[src/rtl/rrs_pkg.sv]
package rrs_pkg;
  // Strobes from the hold control to the datapath.
  typedef struct packed {
    logic holdReq;   // synchronised reset request still active
    logic cntClear;  // force hold counter to zero
    logic cntStep;   // advance hold counter by one
  } holdStrobe_t;
endpackage

[src/rtl/rrs_hold_ctrl.sv]
module rrs_hold_ctrl
  import rrs_pkg::*;
#(
  parameter int RST_SYNC_STAGES = 2
) (
  input  logic        cpuClk,
  input  logic        rstReqN,
  input  logic        restartBusy,
  input  logic        holdDone,
  output holdStrobe_t strobe
);
  logic reqSeen;

  generate
    if (RST_SYNC_STAGES <= 1) begin : g_single
      logic syncQ;
      always_ff @(posedge cpuClk or negedge rstReqN) begin
        if (!rstReqN) syncQ <= 1'b0;
        else          syncQ <= 1'b1;
      end
      assign reqSeen = syncQ;
    end else begin : g_chain
      logic [RST_SYNC_STAGES-1:0] syncQ;
      always_ff @(posedge cpuClk or negedge rstReqN) begin
        if (!rstReqN) syncQ <= '0;
        else          syncQ <= {syncQ[RST_SYNC_STAGES-2:0], 1'b1};
      end
      assign reqSeen = syncQ[RST_SYNC_STAGES-1];
    end
  endgenerate

  // Hold counting waits for any restart count in progress to finish.
  always_comb begin
    strobe.holdReq  = ~reqSeen;
    strobe.cntClear = ~reqSeen | (restartBusy & ~holdDone);
    strobe.cntStep  = reqSeen & ~restartBusy & ~holdDone;
  end
endmodule

[src/rtl/rrs_datapath.sv]
module rrs_datapath
  import rrs_pkg::*;
#(
  parameter int HOLD_CYCLES = 16
) (
  input  logic        cpuClk,
  input  logic        rstReqN,
  input  logic        busRdy0,
  input  logic        busRdy1,
  input  logic        busEn0N,
  input  logic        busEn1N,
  input  logic        oneStage,
  input  holdStrobe_t strobe,
  output logic        holdDone,
  output logic        ready,
  output logic        reset
);
  localparam int CNT_W = $clog2(HOLD_CYCLES + 1);
  localparam logic [CNT_W-1:0] HOLD_VAL = CNT_W'(HOLD_CYCLES);

  logic [CNT_W-1:0] holdCnt;
  logic qualReq;
  logic stageOne;
  logic readyQ;
  logic resetQ;

  // Hold counter, rising edge.
  always_ff @(posedge cpuClk or negedge rstReqN) begin
    if (!rstReqN)             holdCnt <= '0;
    else if (strobe.cntClear) holdCnt <= '0;
    else if (strobe.cntStep)  holdCnt <= holdCnt + 1'b1;
  end
  assign holdDone = (holdCnt == HOLD_VAL);

  // Qualified ready request from both sources.
  assign qualReq = (busRdy0 & ~busEn0N) | (busRdy1 & ~busEn1N);

  always_ff @(posedge cpuClk or negedge rstReqN) begin
    if (!rstReqN) stageOne <= 1'b0;
    else          stageOne <= qualReq;
  end

  always_ff @(negedge cpuClk or negedge rstReqN) begin
    if (!rstReqN) readyQ <= 1'b0;
    else          readyQ <= oneStage ? qualReq : stageOne;
  end

  // Reset output, falling edge, set at once by the request.
  always_ff @(negedge cpuClk or negedge rstReqN) begin
    if (!rstReqN) resetQ <= 1'b1;
    else          resetQ <= strobe.holdReq | ~holdDone;
  end

  assign ready = readyQ;
  assign reset = resetQ;
endmodule

[src/rtl/ready_reset_sync.sv]
module ready_reset_sync
  import rrs_pkg::*;
#(
  parameter int HOLD_CYCLES     = 16,
  parameter int RST_SYNC_STAGES = 2
) (
  input  logic cpuClk,
  input  logic busRdy0,
  input  logic busRdy1,
  input  logic busEn0N,
  input  logic busEn1N,
  input  logic oneStage,
  input  logic rstReqN,
  input  logic restartBusy,
  output logic ready,
  output logic reset
);
  holdStrobe_t strobe;
  logic holdDone;

  rrs_hold_ctrl #(.RST_SYNC_STAGES(RST_SYNC_STAGES)) u_ctrl (
    .cpuClk     (cpuClk),
    .rstReqN    (rstReqN),
    .restartBusy(restartBusy),
    .holdDone   (holdDone),
    .strobe     (strobe)
  );

  rrs_datapath #(.HOLD_CYCLES(HOLD_CYCLES)) u_dp (
    .cpuClk  (cpuClk),
    .rstReqN (rstReqN),
    .busRdy0 (busRdy0),
    .busRdy1 (busRdy1),
    .busEn0N (busEn0N),
    .busEn1N (busEn1N),
    .oneStage(oneStage),
    .strobe  (strobe),
    .holdDone(holdDone),
    .ready   (ready),
    .reset   (reset)
  );
endmodule

[config.mk]
export PLATFORM = sky130hd
export DESIGN_NAME = ready_reset_sync
export DESIGN_NICKNAME = d
export VERILOG_FILES = /design/src/rtl/rrs_pkg.sv /design/src/rtl/rrs_hold_ctrl.sv /design/src/rtl/rrs_datapath.sv /design/src/rtl/ready_reset_sync.sv
export SDC_FILE = /design/constraint.sdc
export NUM_CORES = 1
export LEC_CHECK = 0
export BUFFER_PORTS_ARGS = -buffer_cell sky130_fd_sc_hd__buf_2
export CORE_AREA = 2 2 39 41
export CTS_CLUSTER_SIZE = 14
export DETAILED_ROUTE_END_ITERATION = 16
export DIE_AREA = 0 0 41 43
export GPL_TIMING_DRIVEN = 0
export PLACE_DENSITY_LB_ADDON = 0.08
export SLEW_MARGIN = 20
export SYNTH_ARGS = -nofsm -noshare
export SYNTH_HDL_FRONTEND = slang
export SYNTH_SLANG_ARGS = --single-unit
[constraint.sdc]
create_clock -name cpuClk -period 1.73 [get_ports cpuClk]
set_clock_uncertainty 0.2 [all_clocks]
set_input_delay 0.173 -clock cpuClk [delete_from_list [all_inputs] [get_ports cpuClk]]
set_output_delay 0.173 -clock cpuClk [all_outputs]
set_load 0.03 [all_outputs]
# After elaboration in Yosys (flattened, before gate mapping)
# Cells that the tools add are included.
classes:
  addsub: 1
  n_eq_ne: 1
  mux: 3
  bitwise: 13
  reduce_logical: 1
ops:
  columns: ["cell", "n"]
  rows:
  - ["5-bit 2-to-1 mux", 2]
  - ["5-bit by 1-bit adder with 5-bit output (second input constant)", 1]
  - ["1-bit AND", 5]
  - ["5-bit == test (second input constant)", 1]
  - ["1-bit NOT", 5]
  - ["1-bit OR", 3]
  - ["2-bit nonzero test", 1]
  - ["1-bit 2-to-1 mux", 1]
totals:
  regBits: 10
  inputBits: 8
  out_inout_bits: 2
  elab_cells: 24

# Longest topological paths before layout
# Gate-level depths: netlist (run 1).
logic_depth:
  ltp_word: 5
  mapped_depth: 5
  ltp_nobuf: 5

# Modules after synthesis
# From an unflattened synthesis (run 1), not the netlist that was laid out.
unflattened:
  cells_unflattened: 44
  hier_area_um2: 467.9
by_module_without_submodules:
  columns: ["mod", "instances", "cells_each", "area_each_um2", "seq_area_each_um2"]
  rows:
  - ["rrs_datapath", 1, 37, 391.6, 201.4]
  - ["rrs_hold_ctrl", 1, 7, 76.3, 50.0]

==> results.yml, run 1 <==
logic_synthesis:
  syn-mean-instance-area_sq_um: 11.2
  synth_sequential_area_ratio_pct: 57.8
  synth.net_count: 49
  number_of_warnings_reported_in_the_yosys_synthesis_log: 0
  syn-cell-area_sq_um: 435
  yosys.cell_types.count: 19
  synthesis.instances: 39
  flip_flop_and_latch_count_after_synthesis: 10
detailed_routing:
  drt-total-wl_um: 753
  drtPass1Iterations: 1
  first_iter_violations: 0
  detail_route.vias_per_cell: 4.37
  routedWlPerCell_um: 10.0
  dr_total_vias: 328
  drcViolationCount: 0
  antenna_violating_nets_post_route: 0
pwr:
  post-layout-total-power_mw: 0.467
  vdd_ir_drop_max_mv: 0.363
  static-leakage-power_nw: 0.303
  power.density_cell_area_nw_per_um2: 775
cts:
  cts-root-to-sink-buffers: 2
  cts_tree: "yes"
  clock_latency_ns: 0.26
  numCtsBuffers: 3
  h-tree-depth: 1
  cts_sinks: 10
  cts.clk_slew.worst_paths_ns: 0.07
  clk_root_buffer_cell: "clkbuf_4"
die:
  core_sq_um: 1380
  die_x_um: 41
  initial_standard_cell_utilization_of_the_core_pct: 31.5
  pin_count: 10
  placementRows: 14
  die_h_um: 43
  die-area_sq_um: 1760
timing:
  timing.final.max_slew_violations: 0
  report.final.setup_viol: 4
  fin_tns_setup_ns: -1.12
  rsz0062_at_grt: "yes"
  setup_slack_ns: -0.462
  hold_violations: 0
place:
  dp_cells: 64
  port_buffers: 9
  place_congestion: 0.658
  place_hpwl_um: 528
  placedInstanceArea_sq_um: 500
layout:
  final_cells: 75
  final_layout_size_suffix_gt1_share_pct: 32.2
  design.final.nets: 70
  commonest_non_fill_non_tap_cell_in_the_layout: "dfrtp_1"
  syn2layout_area_growth_pct: 38.5
  fin_util_pct: 43.6
  post-route-cell-area_sq_um: 603
  antennaDiodeCount: 0
  commonest_non_fill_non_tap_cells_in_the_layout: "dfrtp_1 (8), buf_2 (7), inv_1 (6), nand2_1 (4)"
critical_path:
  timing.critical_path.to_type: "primary output"
  critical_path_peak_fanout: 1
  cp.arrival_ns: 1.82
  critPathBufInv: 1
  slowest_cell_on_the_critical_path: "dfstp_2"
  setup.worst_path.start_class: "register"
  timing_worst_setup_path_type: "register to primary output"
  worst-endpoint-required_ns: 1.36
  critical_path.max_stage_delay_ns: 0.52
  critical_path.top_delay_family: "flip-flops"
  crit_chain: "buf_6"
global_route:
  grt.overflow.total: 0
  global_route_wire_length_before_repair_um: 1270
  antenna_found_initial: 0
  number_of_global_route_vias_before_repair: 318
  grt.total_usage_pct: 10.6
  largest_net_degree_at_the_start_of_global_routing: 11
status:
  failed_checks: "negative setup slack"
  run_status: "complete, but fails checks"
run:
  drv.max_cap_violation_count: 0
min_path:
  hp-class: "input port to asynchronous set/reset pin"
## layer usage
| layer | part of all wire, % | track usage (%) | vias to the layer above |
|---|---|---|---|
| met5 | 0 | 0 | - |
| met4 | 0 | 6.00 | 0 |
| met3 | 4.2 | 1.57 | 0 |
| met2 | 50 | 15.0 | 7 |
| met1 | 46 | 15.0 | 159 |
| li1 | - | - | 162 |
## area by class of cell
class	instances	area (sq um)
timing repair buffer	16	121
fill	143	781
clock inverter	1	3.75
inverter	5	18.8
clock buffer	4	26.3
sequential	10	251
tap	16	20.0
multi-input combinational	23	161
## flip-flops by register name, indices dropped and copies added (netlist names)
signal	count
u_ctrl.g_chain.syncQ	2
u_dp.reset	1
u_dp.stageOne	1
u_dp.ready	1
u_dp.holdCnt	5
## synth_stat cells
| cell type | instances | area, sq um |
|---|---|---|
| ha_1 | 2 | 25.0 |
| nor3_1 | 1 | 5.00 |
| nor2_1 | 2 | 7.51 |
| o22ai_1 | 1 | 6.26 |
| dfstp_2 | 1 | 26.3 |
| dfrtn_1 | 1 | 25.0 |
| a21boi_0 | 1 | 7.51 |
| o21ai_0 | 1 | 5.00 |
| or3b_1 | 1 | 8.76 |
| inv_1 | 6 | 22.5 |
| or3_1 | 1 | 6.26 |
| nand3_1 | 2 | 10.0 |
| and4bb_4 | 1 | 16.3 |
| dfrtp_1 | 8 | 200 |
| xor2_1 | 3 | 26.3 |
| nand2_1 | 4 | 15.0 |
| a21boi_1 | 1 | 7.51 |
| conb_1 | 1 | 3.75 |
| mux2_2 | 1 | 11.3 |
## worst paths after layout
kind	start	endpoint	slack, ns	cells past startpoint
setup / recovery	u_dp.reset	reset	-0.46	1
hold / removal	rstReqN	u_dp.holdCnt[0]	0.09	2
setup reg to reg	u_dp.holdCnt[0]	u_dp.reset	-0.27	4
hold reg to reg	u_ctrl.g_chain.syncQ[0]	u_ctrl.g_chain.syncQ[1]	0.16	0
max in group asynchronous	rstReqN	u_dp.reset	0.17	2
min in group cpuClk	u_ctrl.g_chain.syncQ[0]	u_ctrl.g_chain.syncQ[1]	0.16	0
## report_power, final
| group | internal [mW] | switching [mW] | leakage (nW) |
|---|---|---|---|
| combinational | 0.0269 | 0.0220 | 0.156 |
| clock | 0.0918 | 0.0787 | 0.0203 |
| sequential | 0.243 | 0.00477 | 0.127 |
## timing repair
item,4_1_cts,5_1_grt
resized for setup,4,2
hold endpoints to repair,10,0
pin swaps,0,1
hold buffers,3,0
setup endpoints to repair,4,6
gates cloned,0,0
buffers inserted,3,1
## logic make-up (layout without fill, tap and decap cells)
logic type / count (synthesis) / in the layout / synth area share [%]
simple gates: 12 / 12 / 15.8
flops: 10 / 10 / 57.8
buf+inv: 6 / 26 / 5.17
compound gates: 4 / 4 / 6.04
xor+xnor: 3 / 3 / 6.04
fa+ha+maj: 2 / 2 / 5.75
other cells: 1 / 1 / 0.861
mux: 1 / 1 / 2.59
## metrics by stage
stage / worst slack [ns] / hold WS [ns]
floorplan: -0.301 / -0.323
global placement: -0.373 / -0.160
detailed placement: -0.386 / -0.159
CTS: -0.472 / 0.0879
global route: -0.514 / 0.109
finish: -0.462 / 0.0927
Power figures use the tool's default switching activity.
==> run 2: changes to the inputs <==
--- a/config.mk
+++ b/config.mk
@@ -11,7 +11,7 @@
 export DETAILED_ROUTE_END_ITERATION = 16
 export DIE_AREA = 0 0 41 43
 export GPL_TIMING_DRIVEN = 0
-export PLACE_DENSITY_LB_ADDON = 0.08
+export PLACE_DENSITY = 0.62
 export SLEW_MARGIN = 20
 export SYNTH_ARGS = -nofsm -noshare
 export SYNTH_HDL_FRONTEND = slang
==> results.yml, run 2 (synthesis results as in run 1) <==
cts:
  h-tree-depth: 1
  clock_latency_ns: 0.26
  cts-root-to-sink-buffers: 2
  cts.clk_slew.worst_paths_ns: 0.06
  cts_tree: "yes"
  numCtsBuffers: 3
  clk_root_buffer_cell: "clkbuf_4"
  cts_sinks: 10
global_route:
  grt.overflow.total: 0
  grt.total_usage_pct: 11.2
  groute.layer.met3.usage_pct: 1.57
  antenna_found_initial: 0
  globalRoute.busiestLayer: "met2"
  number_of_global_route_vias_before_repair: 313
  met2_usage_pct: 15.6
  grt_util_met1_pct: 14.3
  global_route_wire_length_before_repair_um: 1290
  largest_net_degree_at_the_start_of_global_routing: 11
critical_path:
  timing.critical_path.to_type: "primary output"
  slowest_cell_on_the_critical_path: "dfstp_2"
  worst-endpoint-required_ns: 1.36
  cp.arrival_ns: 1.81
  startpoint: "u_dp.reset"
  critical_path.top_delay_family: "flip-flops"
  setup.worst_path.start_class: "register"
  critical_path_peak_fanout: 1
  crit_chain: "buf_6"
  timing.rr.start: "u_dp.holdCnt[0]"
  critPathBufInv: 1
  critical_path.max_stage_delay_ns: 0.51
  timing_worst_setup_path_type: "register to primary output"
detailed_routing:
  antenna_violating_nets_post_route: 0
  drcViolationCount: 0
  drtPass1Iterations: 3
  routedWlPerCell_um: 9.81
  detail_route.vias_per_cell: 4.43
  drt-total-wl_um: 736
  dr_total_vias: 332
  first_iter_violations: 3
status:
  failed_checks: "negative setup slack"
  run_status: "complete, but fails checks"
timing:
  report.final.setup_viol: 4
  setup_slack_ns: -0.457
  timing.final.max_slew_violations: 0
  hold_violations: 0
  rsz0062_at_grt: "yes"
die:
  initial_standard_cell_utilization_of_the_core_pct: 31.5
  die-area_sq_um: 1760
  core_sq_um: 1380
  die_x_um: 41
  placementRows: 14
  die_h_um: 43
  pin_count: 10
place:
  dp_cells: 64
  place_congestion: 0.725
  port_buffers: 9
  place_hpwl_um: 488
pwr:
  power.density_cell_area_nw_per_um2: 777
  post-layout-total-power_mw: 0.469
  static-leakage-power_nw: 0.302
  vdd_ir_drop_max_mv: 0.368
run:
  drv.max_cap_violation_count: 0
layout:
  registers.top_by_ff_count: "u_dp.holdCnt"
  commonest_non_fill_non_tap_cells_in_the_layout: "dfrtp_1 (8), buf_2 (7), inv_1 (6), nand2_1 (4)"
  final_cells: 75
  antennaDiodeCount: 0
  syn2layout_area_growth_pct: 38.5
  largest_register_ffs: 5
  commonest_non_fill_non_tap_cell_in_the_layout: "dfrtp_1"
  num-fill-cells: 139
  final_layout_size_suffix_gt1_share_pct: 32.2
  top_regs: "u_dp.holdCnt: 5 flops, u_ctrl.g_chain.syncQ: 2 flops"
  design.final.nets: 70
min_path:
  hp-class: "input port to asynchronous set/reset pin"
[run 2: cell counts in the layout (fill, tap and decap cells not counted)]
Identical to the previous run, type by type.
[run 2: cell type report]
| cell class | count | area, sq um | share of cell area, % |
|---|---|---|---|
| inverter | 5 | 18.8 | 3.11 |
| tap | 16 | 20.0 | 3.32 |
| clock inverter | 1 | 3.75 | 0.622 |
| timing repair buffer | 16 | 121 | 20.1 |
| sequential | 10 | 251 | 41.7 |
| multi-input combinational | 23 | 161 | 26.8 |
| clock buffer | 4 | 26.3 | 4.36 |
[run 2: routing by layer]
metal / share of wire (%) / vias to the layer above
met4: 2.9 / 0
met5: 0 / -
met1: 44 / 157
met2: 49 / 8
li1: - / 163
met3: 3.7 / 4
[run 2: timing repair]
item / 4_1_cts / 5_1_grt
buffers inserted: 3 / 1
endpoints found under the hold margin: 10 / 0
pin swaps: 0 / 1
resized for setup: 4 / 1
setup endpoints to repair: 4 / 6
hold buffers: 3 / 0
[run 2: final timing paths]
path | slack, ns | endpoint | cells after the start
max in group asynchronous | 0.17 | u_dp.reset | 2
worst min-delay path | 0.09 | u_ctrl.g_chain.syncQ[1] | 2
min in group cpuClk | 0.16 | u_ctrl.g_chain.syncQ[1] | 0
worst min register to register | 0.16 | u_ctrl.g_chain.syncQ[1] | 0
worst max register to register | -0.26 | u_dp.reset | 4
worst max-delay path | -0.46 | reset | 1
[run 2: metrics by stage]
step                      setup TNS [ns]  setup WS [ns]  util, %  area (sq um)  hold slack, ns
after floorplan                   -0.510         -0.301        -           435          -0.323
after global placement            -0.761         -0.368     36.2           500          -0.160
after detailed placement          -0.779         -0.385     36.2           500          -0.152
after CTS                          -1.12         -0.467     42.8           592          0.0932
after global routing               -1.26         -0.499     43.6           603           0.104
final                              -1.10         -0.457     43.6           603          0.0944
[run 2: report_power, final]
part	switching (mW)	internal [mW]
Combinational	0.0220	0.0273
Sequential	0.00460	0.243
Clock	0.0797	0.0920
Total	0.106	0.362
